==> config.mk <==
export PLATFORM = sky130hd
export DESIGN_NAME = pwm_dual_gen
export DESIGN_NICKNAME = d
export VERILOG_FILES = /design/src/rtl/pwm_dual_pkg.sv /design/src/rtl/pwm_dual_regs.sv /design/src/rtl/pwm_dual_counter.sv /design/src/rtl/pwm_dual_cmp.sv /design/src/rtl/pwm_dual_gen.sv
export SDC_FILE = /design/constraint.sdc
export NUM_CORES = 1
export LEC_CHECK = 0
export ABC_AREA = 1
export CAP_MARGIN = 20
export CORE_ASPECT_RATIO = 1.75
export CORE_UTILIZATION = 64
export CTS_CLUSTER_DIAMETER = 150
export DETAILED_ROUTE_END_ITERATION = 6
export DONT_BUFFER_PORTS = 1
export PLACE_DENSITY_LB_ADDON = 0.25
export SYNTH_ARGS = -nofsm -noshare
export SYNTH_HDL_FRONTEND = slang
export SYNTH_SLANG_ARGS = --single-unit
==> constraint.sdc <==
create_clock -name clk -period 3.3 [get_ports clk]
set_input_delay 0.165 -clock clk [delete_from_list [all_inputs] [get_ports clk]]
set_output_delay 0.165 -clock clk [all_outputs]
set_load 0.01 [all_outputs]
==> src/rtl/pwm_dual_pkg.sv <==
package pwm_dual_pkg;

    localparam int CNT_W     = 16;
    localparam int BYTE_W    = 8;
    localparam int NUM_BYTES = 4;
    localparam int ADDR_W    = $clog2(NUM_BYTES);
    localparam int PER_W     = CNT_W + 1;

    typedef logic [CNT_W-1:0] cnt_t;
    typedef logic [PER_W-1:0] per_t;

    typedef enum logic [1:0] {
        PM_OFF    = 2'd0,
        PM_SINGLE = 2'd1,
        PM_TWIN8  = 2'd2,
        PM_TWIN16 = 2'd3
    } pwm_mode_e;

    // w0 occupies the low half: byte lanes 0/1 form w0, lanes 2/3 form w1
    typedef struct packed {
        cnt_t w1;
        cnt_t w0;
    } pwm_cfg_t;

    typedef struct packed {
        logic b;
        logic a;
    } pwm_pair_t;

    // Number of counter states in one period for a given mode
    function automatic per_t period_of(pwm_mode_e m, pwm_cfg_t c);
        per_t p;
        case (m)
            PM_SINGLE: p = (c.w1 == '0) ? (per_t'(1) << CNT_W) : {1'b0, c.w1};
            PM_TWIN8:  p = (c.w1[BYTE_W-1:0] == '0) ? (per_t'(1) << BYTE_W)
                                                    : per_t'(c.w1[BYTE_W-1:0]);
            PM_TWIN16: p = per_t'(1) << CNT_W;
            default:   p = per_t'(1);
        endcase
        return p;
    endfunction

    // Bit 0 marks output a as driven, bit 1 marks output b
    function automatic logic [1:0] pin_en_of(pwm_mode_e m);
        logic [1:0] e;
        case (m)
            PM_OFF:    e = 2'b00;
            PM_SINGLE: e = 2'b10;
            default:   e = 2'b11;
        endcase
        return e;
    endfunction

endpackage

==> src/rtl/pwm_dual_regs.sv <==
module pwm_dual_regs
    import pwm_dual_pkg::*;
(
    input  logic              clk,
    input  logic              rst,
    input  logic              wr_en,
    input  logic [ADDR_W-1:0] wr_addr,
    input  logic [BYTE_W-1:0] wr_data,
    input  logic              load,
    output pwm_cfg_t          active
);

    logic [NUM_BYTES*BYTE_W-1:0] shd_flat;

    for (genvar gi = 0; gi < NUM_BYTES; gi++) begin : g_lane
        logic [BYTE_W-1:0] q;
        always_ff @(posedge clk) begin
            if (rst) begin
                q <= '0;
            end else if (wr_en && (wr_addr == ADDR_W'(gi))) begin
                q <= wr_data;
            end
        end
        assign shd_flat[gi*BYTE_W +: BYTE_W] = q;
    end

    // Active copy only moves at period boundaries
    always_ff @(posedge clk) begin
        if (rst) begin
            active <= '0;
        end else if (load) begin
            active <= pwm_cfg_t'(shd_flat);
        end
    end

endmodule

==> src/rtl/pwm_dual_counter.sv <==
module pwm_dual_counter
    import pwm_dual_pkg::*;
(
    input  logic clk,
    input  logic rst,
    input  logic run,
    input  logic restart,
    input  per_t period,
    output cnt_t cnt,
    output logic wrap
);

    per_t last;

    assign last = period - per_t'(1);
    // Idle counter reports a boundary every cycle so the active copy tracks writes
    assign wrap = !run || ({1'b0, cnt} == last);

    always_ff @(posedge clk) begin
        if (rst || restart || wrap) begin
            cnt <= '0;
        end else begin
            cnt <= cnt + cnt_t'(1);
        end
    end

endmodule

==> src/rtl/pwm_dual_cmp.sv <==
module pwm_dual_cmp
    import pwm_dual_pkg::*;
(
    input  pwm_mode_e mode,
    input  cnt_t      cnt,
    input  pwm_cfg_t  cfg,
    output pwm_pair_t level
);

    cnt_t              lims [2];
    logic [1:0]        below16;
    logic [BYTE_W-1:0] c8;
    logic              a8;
    logic              b_on;
    logic              b_off;

    assign lims[0] = cfg.w0;
    assign lims[1] = cfg.w1;

    for (genvar gi = 0; gi < 2; gi++) begin : g_wide
        assign below16[gi] = cnt < lims[gi];
    end

    assign c8    = cnt[BYTE_W-1:0];
    assign a8    = c8 < cfg.w0[BYTE_W-1:0];
    assign b_on  = c8 >= cfg.w1[CNT_W-1:BYTE_W];
    assign b_off = c8 < cfg.w0[CNT_W-1:BYTE_W];

    always_comb begin
        level = '0;
        case (mode)
            PM_SINGLE: level.b = below16[0];
            PM_TWIN8: begin
                level.a = a8;
                level.b = b_on && b_off;
            end
            PM_TWIN16: begin
                level.a = below16[0];
                level.b = below16[1];
            end
            default: level = '0;
        endcase
    end

endmodule

==> src/rtl/pwm_dual_gen.sv <==
module pwm_dual_gen
    import pwm_dual_pkg::*;
(
    input  logic              clk,
    input  logic              rst,
    input  logic [1:0]        mode,
    input  logic              wr_en,
    input  logic [ADDR_W-1:0] wr_addr,
    input  logic [BYTE_W-1:0] wr_data,
    output logic              pwm_a,
    output logic              pwm_b,
    output logic [1:0]        pin_en
);

    pwm_mode_e mode_in;
    pwm_mode_e mode_q;
    logic      mode_chg;
    pwm_cfg_t  act_cfg;
    cnt_t      cnt_q;
    logic      wrap;
    per_t      period;
    pwm_pair_t level;
    pwm_pair_t out_q;

    assign mode_in  = pwm_mode_e'(mode);
    assign mode_chg = (mode_in != mode_q);

    always_ff @(posedge clk) begin
        if (rst) begin
            mode_q <= PM_OFF;
        end else begin
            mode_q <= mode_in;
        end
    end

    pwm_dual_regs u_regs (
        .clk     (clk),
        .rst     (rst),
        .wr_en   (wr_en),
        .wr_addr (wr_addr),
        .wr_data (wr_data),
        .load    (wrap || mode_chg),
        .active  (act_cfg)
    );

    assign period = period_of(mode_q, act_cfg);

    pwm_dual_counter u_cnt (
        .clk     (clk),
        .rst     (rst),
        .run     (mode_q != PM_OFF),
        .restart (mode_chg),
        .period  (period),
        .cnt     (cnt_q),
        .wrap    (wrap)
    );

    pwm_dual_cmp u_cmp (
        .mode  (mode_q),
        .cnt   (cnt_q),
        .cfg   (act_cfg),
        .level (level)
    );

    always_ff @(posedge clk) begin
        if (rst || mode_chg) begin
            out_q <= '0;
        end else begin
            out_q <= level;
        end
    end

    assign pwm_a  = out_q.a;
    assign pwm_b  = out_q.b;
    assign pin_en = pin_en_of(mode_q);

endmodule

==> results by group, run 1 <==
Outcome
  • Outcome: complete, but fails checks
  • Violated checks: hold timing

Setup path
  • CP peak stage delay: 0.57 ns
  • CP most frequent cell: nand3_1
  • Crit path kind: reg2reg
  • CP max-delay cell: dfxtp_1
  • Critical path endpoint category: flip-flop
  • CP Cell Sequence: inv_4 -> nand3_1 -> nand2_2 -> nor2_4 -> ha_1 -> nand3_2 -> nor2_4 -> nand3_2 -> nor2_2 -> nand3_1 -> nand2_1 -> nand3_1 -> nor3_1 -> nand2_2 -> buf_12 -> a21oi_1 -> nor2_1
  • CP Data Required Time: 3.53 ns
  • Startpoint type of the worst setup path: flip-flop
  • Crit-path max FO: 64
  • Arrival time at the worst endpoint: 3.19 ns

Routing
  • Top layer in use: met4
  • DRC viols: 0
  • Initial detailed-routing violation count: between 200 and 300
  • DR WL met2: 7320 um
  • Wl on met1: approximately 5600 um
  • Drt wl/cell: 16.1 um
  • Vias: 5089
  • First-pass detailed-route iteration total: 7
  • Total wire length: 14100 um
  • Routed vias/inst: 5.80
  • Routed Antenna Nets: 0
  • Routed wl met3: about 500 um

Power and ir drop
  • Switch Pwr: between 700 and 800 uW
  • Sw Share: 28.3%
  • VDD IR max: 0.000451 V
  • PwrDens: 439 nW/um^2
  • Overall Power: between 2000 and 3000 uW
  • Gate power share: 16.8%
  • LEAKAGE: roughly 0.0026 uW
  • Sequential Power Share: ~43%
  • P_int: 1820 uW
  • Clock network power share: 40.0%

Place
  • Worst slack at placement: 0.313 ns
  • Post-DP HPWL: 10200 um
  • Routability Congestion: 0.986
  • Port bufs: 0

STA
  • RSZ-0062 raised after global routing: no
  • Tmin final: 2.96 ns
  • Worst rel slew slack: around 45%
  • Pins Over Slew Limit: 0
  • Achievable frequency: 337 MHz
  • Worst Max-Slew Pin Slew: 0.823 ns
  • Final Hold Fails: 1
  • Final period util: 89.8%
  • Worst hold slack: -0.00613 ns
  • Clock skew: slightly below 0.006 ns
  • Setup TNS Final: 0 ns
  • Final WS setup: ~0.34 ns
  • Final setup fails: 0

Clocking
  • CTS buffer count: 9
  • Clock Sinks: between 80 and 90
  • Worst-path clk slew: 0.06 ns
  • Clock buffer depth: 2
  • CTS Root Cell: clkbuf_16
  • Worst-Skew Late Latency: 0.34 ns
  • CTS tree: done
  • Setup repair bufs after CTS: 0
  • H-tree Lvls: 3

Logic synthesis
  • Syn Nets: 844
  • Area contributors post-synth: dfxtp_1, ha_1, nand2_1
  • Seq/Total Area, Yosys: 31.7%
  • Mapped Area: 5300 um^2
  • Syn_area_per_cell: between 6 and 7 um^2
  • Ys async rst share: 0%
  • Proportion of netlist area held by the largest area contributor: between 30% and 40%
  • Cell taking the most area after synthesis: dfxtp_1
  • Synth warn: 0
  • Main synth FF type: dfxtp_1
  • EDFF count, synth: 0
  • Yosys reg bits: 84
  • Netlist cell types: 36
  • Synth Instances: between 700 and 800

Die
  • Starting Density: 66.6%
  • Core area: ~8000 um^2
  • Rows: 43
  • Top Ports: 19
  • Die area: 8670 um^2
  • Die Y: approximately 120 um
  • Chip Width: 70.8 um

Global routing
  • Initial antenna violation count: 0
  • Largest net degree at the start of global routing: 65
  • GRT Total Usage: 34.2%
  • Vias in the first global route: around 5000
  • Total grt overflow: 0
  • Global-route wire length before repair: 23000 um

Final layout
  • Layout cell share with drive strength beyond 1: 6.23%
  • Fill count: roughly 660
  • Most common cell after layout, fill and taps aside: nand2_1
  • Most frequent cells in the layout: nand2_1, nor2_1, inv_1
  • Reg area: around 1700 um^2
  • Layout net count: roughly 850
  • Ant. Diodes: 0
  • Synthesis-to-finish area growth: 8.82%
  • Area of the multi-input gates: 3090 um^2

Worst hold path
  • Hold WC Path Type: in2reg

Job
  • Max-Cap Viols: 0
==> metrics by stage <==
stage	cell area, um^2	instances	utilization (%)
6_report	5770	877	72.5
5_1_grt	5770	877	72.5
4_1_cts	5740	876	72.1
3_5_place_dp	5340	851	67.1
3_3_place_gp	5340	851	67.1
2_1_floorplan	5300	782	-
==> final cells by class <==
cell class,count,area share (%)
Clock buffer,10,4.14
Inverter,100,6.59
Timing Repair Buffer,19,3.73
Multi-Input combinational cell,570,53.5
Clock inverter,4,0.889
Sequential cell,84,29.2
Tap cell,90,1.95
==> logic make-up after synthesis <==
kind of cell             after synthesis  share of synthesized area [%]
AND/OR/NAND/NOR                      378                           31.1
AO/OA/AOI/OAI                        129                           13.0
buffers and inverters                128                           10.2
flip-flops                            84                           31.7
adder cells (fa/ha/maj)               47                           11.1
XOR/XNOR                              16                           2.90
==> metal layers <==
metal,GRT usage (%),vias to the layer above
li1,-,2553
met1,36.2,2340
met2,62.7,146
met3,5.25,50
met4,21.5,0
met5,0,-
==> registers in the layout, summed over array words and instances (netlist names) <==
signal / flops
mode_q: 2
pwm_b: 1
pwm_a: 1
u_regs.g_lane.q: 32
u_regs.active: 32
u_cnt.cnt: 16
==> power by group through the flow <==
stage	clock (uW)	sequential, uW	combinational, uW
floorplan	0	1100	320
global placement	0	1110	380
detailed placement	0	1110	395
CTS	1010	1090	417
global route	1050	1100	483
finish	1010	1090	427
==> path summary, 6_finish.rpt <==
path         slack (ns)                  start                     to  depth (start not counted)
max                0.34              mode_q[0]      u_regs.active[10]                         17
min              -0.006             wr_data[1]  u_regs.g_lane[0].q[1]                          2
max reg2reg        0.34              mode_q[0]      u_regs.active[10]                         17
min reg2reg        0.45  u_regs.g_lane[3].q[0]  u_regs.g_lane[3].q[0]                          2
==> critical path, delay by kind of cell (launching register included) <==
kind | cells | cell delay, ns
flip-flops | 1 | 0.57
AND/OR/NAND/NOR | 13 | 1.55
buffers and inverters | 2 | 0.32
AO/OA/AOI/OAI | 1 | 0.22
adder cells (fa/ha/maj) | 1 | 0.20
==> cells in the mapped netlist (3+ instances only) <==
cell type	count
dfxtp_1	84
inv_1	97
a21oi_1	67
ha_1	47
nor2_1	118
nor2_4	6
buf_2	3
nand2_1	140
xor2_1	13
clkbuf_1	15
nand4_1	13
nor3_1	9
nand2_2	7
o211ai_1	4
o21ai_0	45
nor2_2	4
buf_6	6
nand3_1	78
==> repair_timing <==
action                     in CTS  in global routing
hold endpoints to repair       26                  0
setup endpoints to repair       0                 22
resized for setup               0                  1
hold buffers                   11                  0
Note: power is estimated with default switching activity, not from simulation.
==> inputs of run 2 (changes only) <==
- CTS_BUF_LIST: default -> sky130_fd_sc_hd__clkbuf_16
==> run 2 against run 1 <==
The flow still finishes with violations (hold timing). Die area unchanged. Global-route usage decreased by 0.12 points. Combinational power about the same. Sequential share of layout area increased by 0.051 points. Critical path type unchanged. Largest cell class unchanged.
==> results by group, run 2 (synthesis gave the netlist of run 1 again) <==
Power and ir drop
  • PwrDens: 435 nW/um^2 (-0.85%)
  • VDD IR max: 0.000448 V (-0.66%)
  • LEAKAGE: 0.00258 uW (-0.22%)

Worst hold path
  • Hold Path Depth: 2 (unchanged)
  • Worst Hold Path EP: u_regs.g_lane[0].q[1]
  • Hold WC Path Type: in2reg
  • Worst hold path startpoint: wr_data[1]

Place
  • Worst slack at placement: 0.313 ns (unchanged)
  • Routability Congestion: 0.986 (unchanged)
  • Post-DP HPWL: 10200 um (unchanged)
  • Port bufs: 0 (unchanged)
  • Placed cells: 851 (unchanged)

Routing
  • Initial detailed-routing violation count: 284 (+4.8%)
  • Total wire length: 14100 um (-0.28%)
  • DRC viols: 0 (unchanged)
  • First-pass detailed-route iteration total: 6 (-1)
  • Vias: 5157 (+1.3%)
  • Routed vias/inst: 5.88 (+1.3%)
  • Drt wl/cell: 16.1 um (-0.28%)
  • Routed Antenna Nets: 0 (unchanged)

STA
  • Worst Max-Slew Pin Slew: 0.850 ns (+0.0274 ns)
  • Clock skew: 0.00688 ns (+0.00107 ns)
  • Pins Over Slew Limit: 0 (unchanged)
  • Achievable frequency: 338 MHz (+0.14%)
  • Worst hold slack: -0.00316 ns (+0.00297 ns)
  • Final period util: 89.7% (-0.12 points)
  • Final WS setup: 0.340 ns (+0.00412 ns)
  • Tmin final: 2.96 ns (-0.00412 ns)
  • Setup TNS Final: 0 ns (unchanged)
  • Worst rel slew slack: 42.9% (-1.8 points)
  • Final Hold Fails: 1 (unchanged)
  • RSZ-0062 raised after global routing: no
  • Final setup fails: 0 (unchanged)

Clocking
  • Worst-path clk slew: 0.06 ns (about the same)
  • CTS Root Cell: clkbuf_16
  • Worst-Skew Late Latency: 0.34 ns (about the same)
  • Clock Sinks: 84 (unchanged)
  • H-tree Lvls: 3 (unchanged)
  • Clock buffer depth: 2 (unchanged)
  • CTS tree: done
  • CTS buffer count: 9 (unchanged)

Setup path
  • Crit path kind: reg2reg
  • Critical path endpoint category: flip-flop
  • R2R Path End: u_regs.active[10]
  • Worst Setup SP: mode_q[0]
  • R2R setup slack: 0.34 ns (about the same)
  • Startpoint type of the worst setup path: flip-flop
  • CP peak stage delay: 0.57 ns (about the same)
  • CP Data Required Time: 3.53 ns (about the same)
  • Arrival time at the worst endpoint: 3.19 ns (about the same)
  • R2r worst-path depth: 17 (unchanged)
  • CP max-delay cell: dfxtp_1
  • CP Cell Sequence: inv_4 -> nand3_1 -> nand2_2 -> nor2_4 -> ha_1 -> nand3_2 -> nor2_4 -> nand3_2 -> nor2_2 -> nand3_1 -> nand2_1 -> nand3_1 -> nor3_1 -> nand2_2 -> buf_12 -> a21oi_1 -> nor2_1
  • Crit-path max FO: 64 (unchanged)
  • Worst r2r src: mode_q[0]
  • CP most frequent cell: nand3_1

Final layout
  • Finished Layout Cells: 877 (unchanged)
  • Layout cell share with drive strength beyond 1: 6.10% (-0.13 points)
  • Most common cell after layout, fill and taps aside: nand2_1
  • Ant. Diodes: 0 (unchanged)
  • Synthesis-to-finish area growth: 8.63%
  • Layout net count: 846 (unchanged)
  • Most frequent cells in the layout: nand2_1, nor2_1, inv_1
  • Largest registers in the final layout: u_regs.active: 32 flops, u_regs.g_lane.q: 32 flops, u_cnt.cnt: 16 flops

Global routing
  • Total grt overflow: 0 (unchanged)
  • Global-route wire length before repair: 23000 um (-0.27%)
  • Largest net degree at the start of global routing: 65 (unchanged)
  • Initial antenna violation count: 0 (unchanged)
  • Vias in the first global route: 4961 (-0.36%)
  • GRT Total Usage: 34.1% (-0.12 points)

Die
  • Starting Density: 66.6% (unchanged)
  • Core area: 7960 um^2 (unchanged)
  • Top Ports: 19 (unchanged)
  • Rows: 43 (unchanged)
  • Chip Width: 70.8 um (unchanged)
  • Die area: 8670 um^2 (unchanged)
  • Die Y: 122 um (unchanged)

Outcome
  • Outcome: complete, but fails checks
  • Violated checks: hold timing

Job
  • Max-Cap Viols: 0 (unchanged)
==> run 2: cell type report <==
cell class | instances | area [um^2]
clock buffers | 9 | 225
clock inverters | 5 | 55.1
fillers | 663 | 2200
inverters | 100 | 380
multi-input cells | 570 | 3090
flip-flops and latches | 84 | 1680
well taps | 90 | 113
repair buffers | 19 | 215
==> run 2: how the worst max path moves through the flow <==
| stage | to | cells after the start | slack [ns] |
|---|---|---|---|
| finish | u_regs.active[10] | 17 | 0.34 |
| global route | u_regs.active[3] | 21 | 0.06 |
| CTS | u_regs.active[10] | 15 | 0.25 |
| detailed placement | u_regs.active[24] | 15 | 0.31 |
| global placement | u_regs.active[24] | 15 | 0.38 |
| floorplan | u_regs.active[10] | 19 | 0.85 |
==> run 2: power breakdown <==
part	internal, uW	switching [uW]
clock network	575	413
logic	158	269
registers	1060	32.2
==> run 2: per-stage QoR <==
| stage | hold slack, ns | utilization [%] | instance area [um^2] | total power (uW) |
|---|---|---|---|---|
| finish | -0.00316 | 72.4 | 5760 | 2510 |
| global route | 0.0113 | 72.4 | 5760 | 2610 |
| CTS | 0.00355 | 72.0 | 5730 | 2490 |
| detailed placement | 0.243 | 67.1 | 5340 | 1510 |
| global placement | 0.239 | 67.1 | 5340 | 1490 |
| floorplan | 0.237 | - | 5300 | 1420 |
==> run 2: per-layer routing <==
metal	GRT usage, %	wire length (um)	vias up
li1	-	-	2556
met1	36.1	5530	2358
met2	62.1	7150	182
met3	5.42	570	61
met4	21.8	849	0
met5	0	0	-
==> run 2: worst max-delay path: cells and delay by family, from the launching register on <==
kind	cells	cell delay, ns
buf+inv	2	0.31
simple gates	13	1.55
compound gates	1	0.21
fa+ha+maj	1	0.20
flops	1	0.57
==> run 2: timing repair <==
item                                    CTS  global route
hold buffers                             11             0
setup buffers                             0             0
gates resized for setup                   0             1
endpoints found under the setup margin    0            22
hold endpoints to repair                 26             0
